### config.mk
export PLATFORM = sky130hd
export DESIGN_NAME = rtc_ctl_pin
export DESIGN_NICKNAME = d
export VERILOG_FILES = /design/src/rtl/rtc_ctl_pkg.sv /design/src/rtl/rtc_ctl_regs.sv /design/src/rtl/rtc_wave_div.sv /design/src/rtl/rtc_pin_fsm.sv /design/src/rtl/rtc_ctl_pin.sv
export SDC_FILE = /design/constraint.sdc
export NUM_CORES = 1
export LEC_CHECK = 0
export ABC_CLOCK_PERIOD_IN_PS = 3910
export BUFFER_PORTS_ARGS = -buffer_cell sky130_fd_sc_hd__buf_2
export CORE_MARGIN = 5
export CORE_UTILIZATION = 50
export DETAILED_ROUTE_END_ITERATION = 10
export GPL_TIMING_DRIVEN = 0
export PLACE_DENSITY = 0.8
export SLEW_MARGIN = 0
export SYNTH_ARGS = -nofsm -noshare
export SYNTH_HDL_FRONTEND = slang
export SYNTH_HIERARCHICAL = 1
export SYNTH_SLANG_ARGS = --single-unit
### constraint.sdc
create_clock -name clk -period 3.91 [get_ports clk]
set_clock_uncertainty 0.2 [all_clocks]
set_input_delay 0.5865 -clock clk [delete_from_list [all_inputs] [get_ports clk]]
set_output_delay 0.5865 -clock clk [all_outputs]
set_load 0.005 [all_outputs]
### src/rtl/rtc_ctl_pkg.sv
package rtc_ctl_pkg;

    localparam int NUM_ALARMS = 2;
    localparam logic [7:0] CTRL_RESET = 8'h1C;

    // Field order follows the bit positions software decodes (bit 7 first).
    typedef struct packed {
        logic       osc_off;
        logic       bat_wave;
        logic       conv_req;
        logic [1:0] rate;
        logic       irq_sel;
        logic       alm2_en;
        logic       alm1_en;
    } ctrl_t;

    typedef enum logic [1:0] {
        RATE_SLOW = 2'b00,
        RATE_MID  = 2'b01,
        RATE_FAST = 2'b10,
        RATE_REF  = 2'b11
    } rate_t;

    typedef enum logic [1:0] {
        PIN_IRQ   = 2'b00,
        PIN_WAVE  = 2'b01,
        PIN_FLOAT = 2'b10
    } pin_mode_t;

endpackage

### src/rtl/rtc_ctl_regs.sv
module rtc_ctl_regs
    import rtc_ctl_pkg::*;
#(
    parameter int NUM_FLAGS = NUM_ALARMS
) (
    input  logic                 clk,
    input  logic                 rst_n,
    input  logic                 wr_en,
    input  logic [7:0]           wr_data,
    input  logic [NUM_FLAGS-1:0] alm_hit,
    input  logic [NUM_FLAGS-1:0] flag_clr,
    output ctrl_t                ctrl,
    output logic [NUM_FLAGS-1:0] flags,
    output logic                 div_clr
);

    ctrl_t wr_view;
    assign wr_view = ctrl_t'(wr_data);

    always_ff @(posedge clk or negedge rst_n) begin
        if (!rst_n) begin
            ctrl <= ctrl_t'(CTRL_RESET);
        end else if (wr_en) begin
            ctrl <= wr_view;
        end
    end

    // A rate change restarts the divider on the same edge the field updates.
    assign div_clr = wr_en && (wr_view.rate != ctrl.rate);

    // Sticky flags: a set wins over a clear in the same cycle.
    for (genvar i = 0; i < NUM_FLAGS; i++) begin : g_flag
        always_ff @(posedge clk or negedge rst_n) begin
            if (!rst_n) begin
                flags[i] <= 1'b0;
            end else if (alm_hit[i]) begin
                flags[i] <= 1'b1;
            end else if (flag_clr[i]) begin
                flags[i] <= 1'b0;
            end
        end
    end

endmodule

### src/rtl/rtc_wave_div.sv
module rtc_wave_div
    import rtc_ctl_pkg::*;
#(
    parameter int SLOW_DIV = 8192,
    parameter int MID_DIV  = 8,
    parameter int FAST_DIV = 2
) (
    input  logic       clk,
    input  logic       rst_n,
    input  logic       ref_in,
    input  logic       run,
    input  logic       clr,
    input  logic [1:0] rate,
    output logic       wave
);

    localparam int CW = (SLOW_DIV > 2) ? $clog2(SLOW_DIV) : 1;
    localparam logic [CW-1:0] HALF_SLOW = CW'(SLOW_DIV / 2);
    localparam logic [CW-1:0] HALF_MID  = CW'(MID_DIV / 2);
    localparam logic [CW-1:0] HALF_FAST = CW'(FAST_DIV / 2);

    logic          ref_d;
    logic          rise;
    logic [CW-1:0] cnt;
    logic [CW-1:0] half;
    logic          direct;

    assign rise = ref_in && !ref_d;

    always_comb begin
        direct = 1'b0;
        half   = HALF_FAST;
        unique case (rate_t'(rate))
            RATE_SLOW: half = HALF_SLOW;
            RATE_MID:  half = HALF_MID;
            RATE_FAST: half = HALF_FAST;
            RATE_REF:  direct = 1'b1;
        endcase
    end

    always_ff @(posedge clk or negedge rst_n) begin
        if (!rst_n) begin
            ref_d <= 1'b0;
            cnt   <= '0;
            wave  <= 1'b0;
        end else begin
            ref_d <= ref_in;
            if (clr) begin
                cnt  <= '0;
                wave <= 1'b0;
            end else if (run) begin
                if (direct) begin
                    wave <= ref_in;
                end else if (rise) begin
                    if (cnt == half - 1'b1) begin
                        cnt  <= '0;
                        wave <= !wave;
                    end else begin
                        cnt <= cnt + 1'b1;
                    end
                end
            end
        end
    end

endmodule

### src/rtl/rtc_pin_fsm.sv
module rtc_pin_fsm
    import rtc_ctl_pkg::*;
(
    input  logic clk,
    input  logic rst_n,
    input  logic irq_sel,
    input  logic bat_wave,
    input  logic pwr_good,
    input  logic irq_req,
    input  logic wave,
    output logic pin_n,
    output logic pin_oe
);

    pin_mode_t state;
    pin_mode_t state_nx;

    always_comb begin
        state_nx = state;
        unique case (state)
            PIN_IRQ, PIN_WAVE, PIN_FLOAT: begin
                if (irq_sel) begin
                    state_nx = PIN_IRQ;
                end else if (pwr_good || bat_wave) begin
                    state_nx = PIN_WAVE;
                end else begin
                    state_nx = PIN_FLOAT;
                end
            end
            default: state_nx = PIN_IRQ;
        endcase
    end

    always_ff @(posedge clk or negedge rst_n) begin
        if (!rst_n) begin
            state <= PIN_IRQ;
        end else begin
            state <= state_nx;
        end
    end

    always_comb begin
        pin_n  = 1'b1;
        pin_oe = 1'b1;
        unique case (state)
            PIN_IRQ:   pin_n = !irq_req;
            PIN_WAVE:  pin_n = wave;
            PIN_FLOAT: pin_oe = 1'b0;
            default:   pin_n = 1'b1;
        endcase
    end

endmodule

### src/rtl/rtc_ctl_pin.sv
module rtc_ctl_pin
    import rtc_ctl_pkg::*;
#(
    parameter int SLOW_DIV = 8192,
    parameter int MID_DIV  = 8,
    parameter int FAST_DIV = 2
) (
    input  logic       clk,
    input  logic       rst_n,
    input  logic       wr_en,
    input  logic [7:0] wr_data,
    output logic [7:0] rd_data,
    input  logic       ref_8k,
    input  logic       pwr_good,
    input  logic       alm1_hit,
    input  logic       alm2_hit,
    input  logic [1:0] flag_clr,
    output logic [1:0] flags,
    output logic       pin_n,
    output logic       pin_oe
);

    ctrl_t ctrl;
    logic  div_clr;
    logic  wave;
    logic  irq_req;
    logic  run;

    rtc_ctl_regs #(.NUM_FLAGS(NUM_ALARMS)) u_regs (
        .clk      (clk),
        .rst_n    (rst_n),
        .wr_en    (wr_en),
        .wr_data  (wr_data),
        .alm_hit  ({alm2_hit, alm1_hit}),
        .flag_clr (flag_clr),
        .ctrl     (ctrl),
        .flags    (flags),
        .div_clr  (div_clr)
    );

    // The timebase halts only when the oscillator-off bit meets battery power.
    assign run = pwr_good || !ctrl.osc_off;

    rtc_wave_div #(
        .SLOW_DIV (SLOW_DIV),
        .MID_DIV  (MID_DIV),
        .FAST_DIV (FAST_DIV)
    ) u_div (
        .clk    (clk),
        .rst_n  (rst_n),
        .ref_in (ref_8k),
        .run    (run),
        .clr    (div_clr),
        .rate   (ctrl.rate),
        .wave   (wave)
    );

    assign irq_req = |(flags & {ctrl.alm2_en, ctrl.alm1_en});

    rtc_pin_fsm u_fsm (
        .clk      (clk),
        .rst_n    (rst_n),
        .irq_sel  (ctrl.irq_sel),
        .bat_wave (ctrl.bat_wave),
        .pwr_good (pwr_good),
        .irq_req  (irq_req),
        .wave     (wave),
        .pin_n    (pin_n),
        .pin_oe   (pin_oe)
    );

    assign rd_data = ctrl;

endmodule

* Word level (Yosys, flattened, before mapping) *
Cells that the tools add are included.

word-level totals
  input bits = 17
  logic and storage cells = 64
  output and inout port bits = 12
  flip-flop bits (word level) = 27

operators by class
  equality and inequality tests = 7
  $add $sub $neg = 2
  bitwise gates (word level) = 1
  multiplexer cells = 21
  reductions and logical operators = 20

operator list
  cell                                                count
  two-way mux 13 bit                                  5
  one-hot mux 13 bit (2 select lines)                 1
  adder 13 x 1 -> 13 bit, second input constant       1
  == test 13 bit                                      1
  subtractor 13 x 1 -> 13 bit, second input constant  1
  two-way mux 1 bit                                   11
  nonzero test 2 bit                                  4
  two-way mux 2 bit                                   3
  AND reduction 3 bit                                 2
  nonzero test 3 bit                                  2
  == test 2 x 1 -> 1 bit, second input constant       2
  == test 2 bit, second input constant                2
  zero test 1 bit                                     4
  zero test 2 bit                                     2
  OR reduction 3 bit                                  1
  bitwise AND 2 bit                                   1
  logical AND 1 bit                                   2
  logical OR 1 bit                                    2
  != test 2 bit                                       1
  != test 2 bit, second input constant                1
  one-hot mux 1 bit (2 select lines)                  1
  OR reduction 2 bit                                  1

* Depth between registers and ports, before layout *
  word-level depth = 9
  gate-level depth with buffers = 8
  gate-level depth less buffers = 6

* Modules after synthesis *
The synthesis kept the hierarchy.

modules (own cells, without submodules)
  module        cells an instance  seq. area each (µm²)  times used  area each (µm²)
  rtc_wave_div  105                375.4                 1           879.6
  rtc_ctl_regs  26                 254.0                 1           436.7
  rtc_pin_fsm   10                 50.0                  1           101.3
  rtc_ctl_pin   2                  0.0                   1           15.0

* Worst setup path after synthesis *
Ideal clock, no wire load.

  path kind = input port to flip-flop
  start = in pwr_good
  end = reg u_div.cnt[12]
  cell stages on the path = 7
  required time = 3.632 ns
  data arrival time = 1.929 ns
  path buffers = 1
  setup time = 0.078 ns
  path slack = 1.703 ns
  path through = nand2b_1 -> and3b_1 -> buf_2 -> nand2_1 -> or3_1 -> or3b_1 -> a21oi_1

on the way
  word-level cells in the longest chain between the ends = 3

ends and longest elaborated chain
  what                           RTL line            RTL
  start: declaration             rtc_ctl_pin.sv:14   input logic pwr_good,
  logical OR 1 bit               rtc_ctl_pin.sv:42   assign run = pwr_good || !ctrl.osc_off;
  nonzero test 2 bit (no line)   --
  AND reduction 3 bit (no line)  --
  end signal: assignment         rtc_wave_div.sv:59  cnt <= cnt + 1'b1;
  end: declaration               rtc_wave_div.sv:24  logic [CW-1:0] cnt;

Every way passes these cells.
A chain may end at the register's enable or synchronous reset.

* Worst setup path after layout *
  start = reg u_div.cnt[0]
  end = reg u_div.cnt[12]

on the way
  word-level cells in the longest chain between the ends = 6
  elaborated cells on any way between the ends = 7
  those cells by class = add/sub: 1; eq/ne: 1; mux: 5

ends and longest elaborated chain
  what                                                      RTL line                                RTL
  adder 13 x 1 -> 13 bit or == test 13 bit (tied branches)  rtc_wave_div.sv:59, rtc_wave_div.sv:55
  two-way mux 13 bit (*)                                    rtc_wave_div.sv:55                      if (cnt == half - 1'b1) begin
  two-way mux 13 bit (*)                                    rtc_wave_div.sv:54                      end else if (rise) begin
  two-way mux 13 bit (*)                                    rtc_wave_div.sv:52                      if (direct) begin
  two-way mux 13 bit (*)                                    rtc_wave_div.sv:51                      end else if (run) begin
  two-way mux 13 bit (*)                                    rtc_wave_div.sv:48                      if (clr) begin

Every way passes the cells marked *; elsewhere a longest branch is shown, timed or not. The select of a mux whose other input is x is not followed.

==> results.py <==
metrics = {
    "timing": {
        "final-max-slew-violation-count": 0,
        "layout_min_cycle_time_ps": 2210,
        "relSlewSlack_pct": 59.6,
        "fin_crit_sh_pct": 56.5,
        "worstMarginPinSlew_ps": 606,
        "clock.fmax_ghz": 0.452,
        "fin_tns_setup_ps": 0,
        "rsz0062_at_grt": "no",
        "setup_viol": 0,
        "fin_ws_ps": 1700,
        "hold_viol_final": 0,
    },
    "power": {
        "comb_power_share_pct": 25.8,
        "clock_power_share_pct": 18.2,
        "ir_drop_uv": 296,
        "p_leak_nw": 0.746,
        "swShare_pct": 33.1,
        "p_switching_mw": 0.221,
        "p_int_mw": 0.447,
        "powerDensity_nw_per_um2": 408,
        "pwr-share-seq_pct": 56.1,
    },
    "die": {
        "die_x_um": 63.5,
        "core_um2": 2760,
        "dieArea_um2": 4040,
        "floorplan.initialDensity_pct": 52.0,
        "dieHeight_um": 63.5,
        "num_rows": 19,
        "io_pins": 29,
    },
    "worst_setup_path": {
        "start_kind": "flop",
        "critPathRequiredTime_ps": 3980,
        "worstSetupPathType": "flop to flop",
        "slowest_stage": "dfrtp_1",
        "arrival_ps": 2280,
        "worst_setup_path_end_kind": "flop",
        "crit_chain": "ha_1, and3_1, nand3_1, or3_1, or3b_1, a21oi_1",
        "crit_fanout": 6,
        "slowest_delay_ps": 460,
    },
    "drt": {
        "viasPerCell": 5.94,
        "wl_per_cell_um": 15.6,
        "route.detailed.drc": 0,
        "ant_nets": 0,
        "drtIter0Drc": 50,
        "num_vias": 1217,
        "dr.pass1.iters": 4,
        "routed_wirelength_mm": 3.21,
    },
    "placement": {
        "pre_cts_slack_ps": 1430,
        "numPortBuffers": 27,
        "dp_hpwl_mm": 2.29,
        "finalWeightedCongestion": 0.796,
    },
    "final_layout": {
        "multi_input_area_um2": 709,
        "syn_to_final_growth_pct": 14.1,
        "fill_cells": 229,
        "layout-drive-gt1-share_pct": 28.2,
        "diodes": 0,
        "seqCellArea_um2": 679,
        "nets": 193,
    },
    "global_routing": {
        "grt_pass1_wl_mm": 5.73,
        "overflow": 0,
        "first_global_vias": 1317,
        "grt_usage_pct": 17.4,
        "grt_antenna_before_repair": 0,
        "grt_max_degree": 28,
    },
    "cts": {
        "postCtsHoldBufs": 0,
        "cts_resized": 0,
        "cts_tree": "yes",
        "cts_sinks": 27,
        "clk_path_buf_depth": 2,
        "cts-root-buf": "clkbuf_4",
        "post-cts-setup-buffers": 0,
        "clkLatencyLatePin_ps": 330,
        "cts_buffers": 3,
        "htreeDepth": 1,
        "clk_pin_slew_worst_paths_ps": 160,
    },
    "synth": {
        "synth_top_area_share_pct": 41.9,
        "yosysWarnings": 6,
        "ys_ff_latch": 27,
        "ys_top_cells_by_area": "dfrtp_1 (42%), mux2_4 (8.4%), dfstp_2 (5.5%)",
        "synthDistinctLibCells": 40,
        "synth_compound_area_share_pct": 12.5,
        "synth_flop_cell": "dfrtp_1",
        "syn_nets": 161,
        "synth_area_leader_cell": "dfrtp_1",
        "synth_mux_area_share_pct": 9.17,
        "synth_top_family_by_area": "simple AND/OR/NAND/NOR gates",
        "synth_edf_count": 0,
        "syn_inst": 143,
        "yosys.area_share.simple_pct": 23.9,
        "synth-seq-area-share_pct": 47.4,
        "synth_area_um2": 1430,
        "synthAdderAreaFrac_pct": 0.873,
        "synth-xor-area-share_pct": 3.06,
        "avgSynthCellArea_um2": 10.0,
        "async_flop_share_pct": 100,
    },
    "flow_run": {
        "maxCapViolCount": 0,
    },
    "status": {
        "outcome": "completed",
    },
    "worst_hold_path": {
        "hold_path.class": "input port to asynchronous set/reset pin",
    },
}
routing by layer:
layer	vias to the layer above	GRT usage, %	wire (um)
met5	-	0	0
met4	0	7.27	61
met3	7	3.02	204
met2	50	29.7	1550
met1	584	21.5	1390
li1	576	-	-
cells in the final DEF (no fill, tap or decap), types with 4 or more instances in the layout:
cell | Yosys | routed
nand4_1 | 4 | 4
mux2_4 | 8 | 8
xnor2_1 | 4 | 4
nor3_1 | 6 | 6
nand2_1 | 14 | 14
inv_1 | 4 | 4
nand3_1 | 7 | 7
nor2_1 | 9 | 9
a21oi_1 | 14 | 14
buf_2 | 2 | 29
a21o_1 | 4 | 4
dfrtp_1 | 24 | 24
nand2b_1 | 4 | 4
cell families (layout without fill, tap and decap cells):
kind of cell	Yosys count	after routing
buf+inv	9	40
fa+ha+maj	1	1
simple gates	63	63
flops	27	27
mux	9	9
xor+xnor	5	5
compound gates	29	29
sequential cells by signal (all words and copies together) (netlist names):
register,flops
u_fsm/state,2
u_div/ref_d,1
u_regs/flags,2
u_regs/ctrl,8
u_div/cnt,13
u_div/wave,1
per-stage QoR:
stage | instance area (um^2) | total power [mW] | hold WS [ps] | utilization [%] | std cells
2_1_floorplan | 1430 | 0.487 | 90.9 | - | 143
3_3_place_gp | 1610 | 0.536 | 281 | 58.3 | 201
3_5_place_dp | 1610 | 0.548 | 288 | 58.3 | 201
4_1_cts | 1630 | 0.669 | 56.9 | 59.3 | 205
5_1_grt | 1630 | 0.717 | 65.2 | 59.3 | 205
6_report | 1630 | 0.668 | 35.0 | 59.3 | 205
cells in the mapped netlist (2+ instances only):
master	instances
nor4_1	3
mux2_4	8
dfstp_2	3
nor3_1	6
nor2_1	9
nand2_1	14
inv_1	4
a21o_1	4
xnor2_1	4
nand3_1	7
a21oi_1	14
buf_2	2
o21ai_0	3
dfrtp_1	24
clkbuf_1	2
nand4_1	4
a31oi_1	2
nand2b_1	4
or3_1	3
and3_1	3
path summary, 6_finish.rpt:
path	cells after the start	end	startpoint	slack (ps)
worst max register to register	6	u_div/cnt[12]$_DFFE_PN0P_	u_div/cnt[0]$_DFFE_PN0P_	1700
min in group clk	1	u_div/ref_d$_DFF_PN0_	ref_8k	200
worst max-delay path	6	u_div/cnt[12]$_DFFE_PN0P_	u_div/cnt[0]$_DFFE_PN0P_	1700
worst min-delay path	1	u_div/cnt[0]$_DFFE_PN0P_	rst_n	30
worst min register to register	1	u_fsm/state[1]$_DFF_PN0_	u_regs/ctrl[6]$_DFFE_PN0P_	310
max in group asynchronous	1	u_div/cnt[5]$_DFFE_PN0P_	rst_n	3050
power by group through the flow:
stage / sequential [mW] / clock, mW / combinational, mW
6_report: 0.374 / 0.121 / 0.172
5_1_grt: 0.383 / 0.143 / 0.192
4_1_cts: 0.373 / 0.124 / 0.172
3_5_place_dp: 0.378 / 0 / 0.170
3_3_place_gp: 0.374 / 0 / 0.162
2_1_floorplan: 0.366 / 0 / 0.121
final cells by class:
type	count	share of cell area, %
well taps	31	2.37
clock buffers	3	1.38
plain buffers	5	1.76
inverters	4	0.919
clock inverters	1	0.306
multi-input cells	107	43.4
flip-flops and latches	27	41.6
repair buffers	27	8.27
critical path: cells and delay by family (launching register included):
kind / cells / cell delay (ps)
fa+ha+maj: 1 / 210
flops: 1 / 460
compound gates: 1 / 140
simple gates: 4 / 1140
No activity file was read; power rests on OpenSTA's default activity.
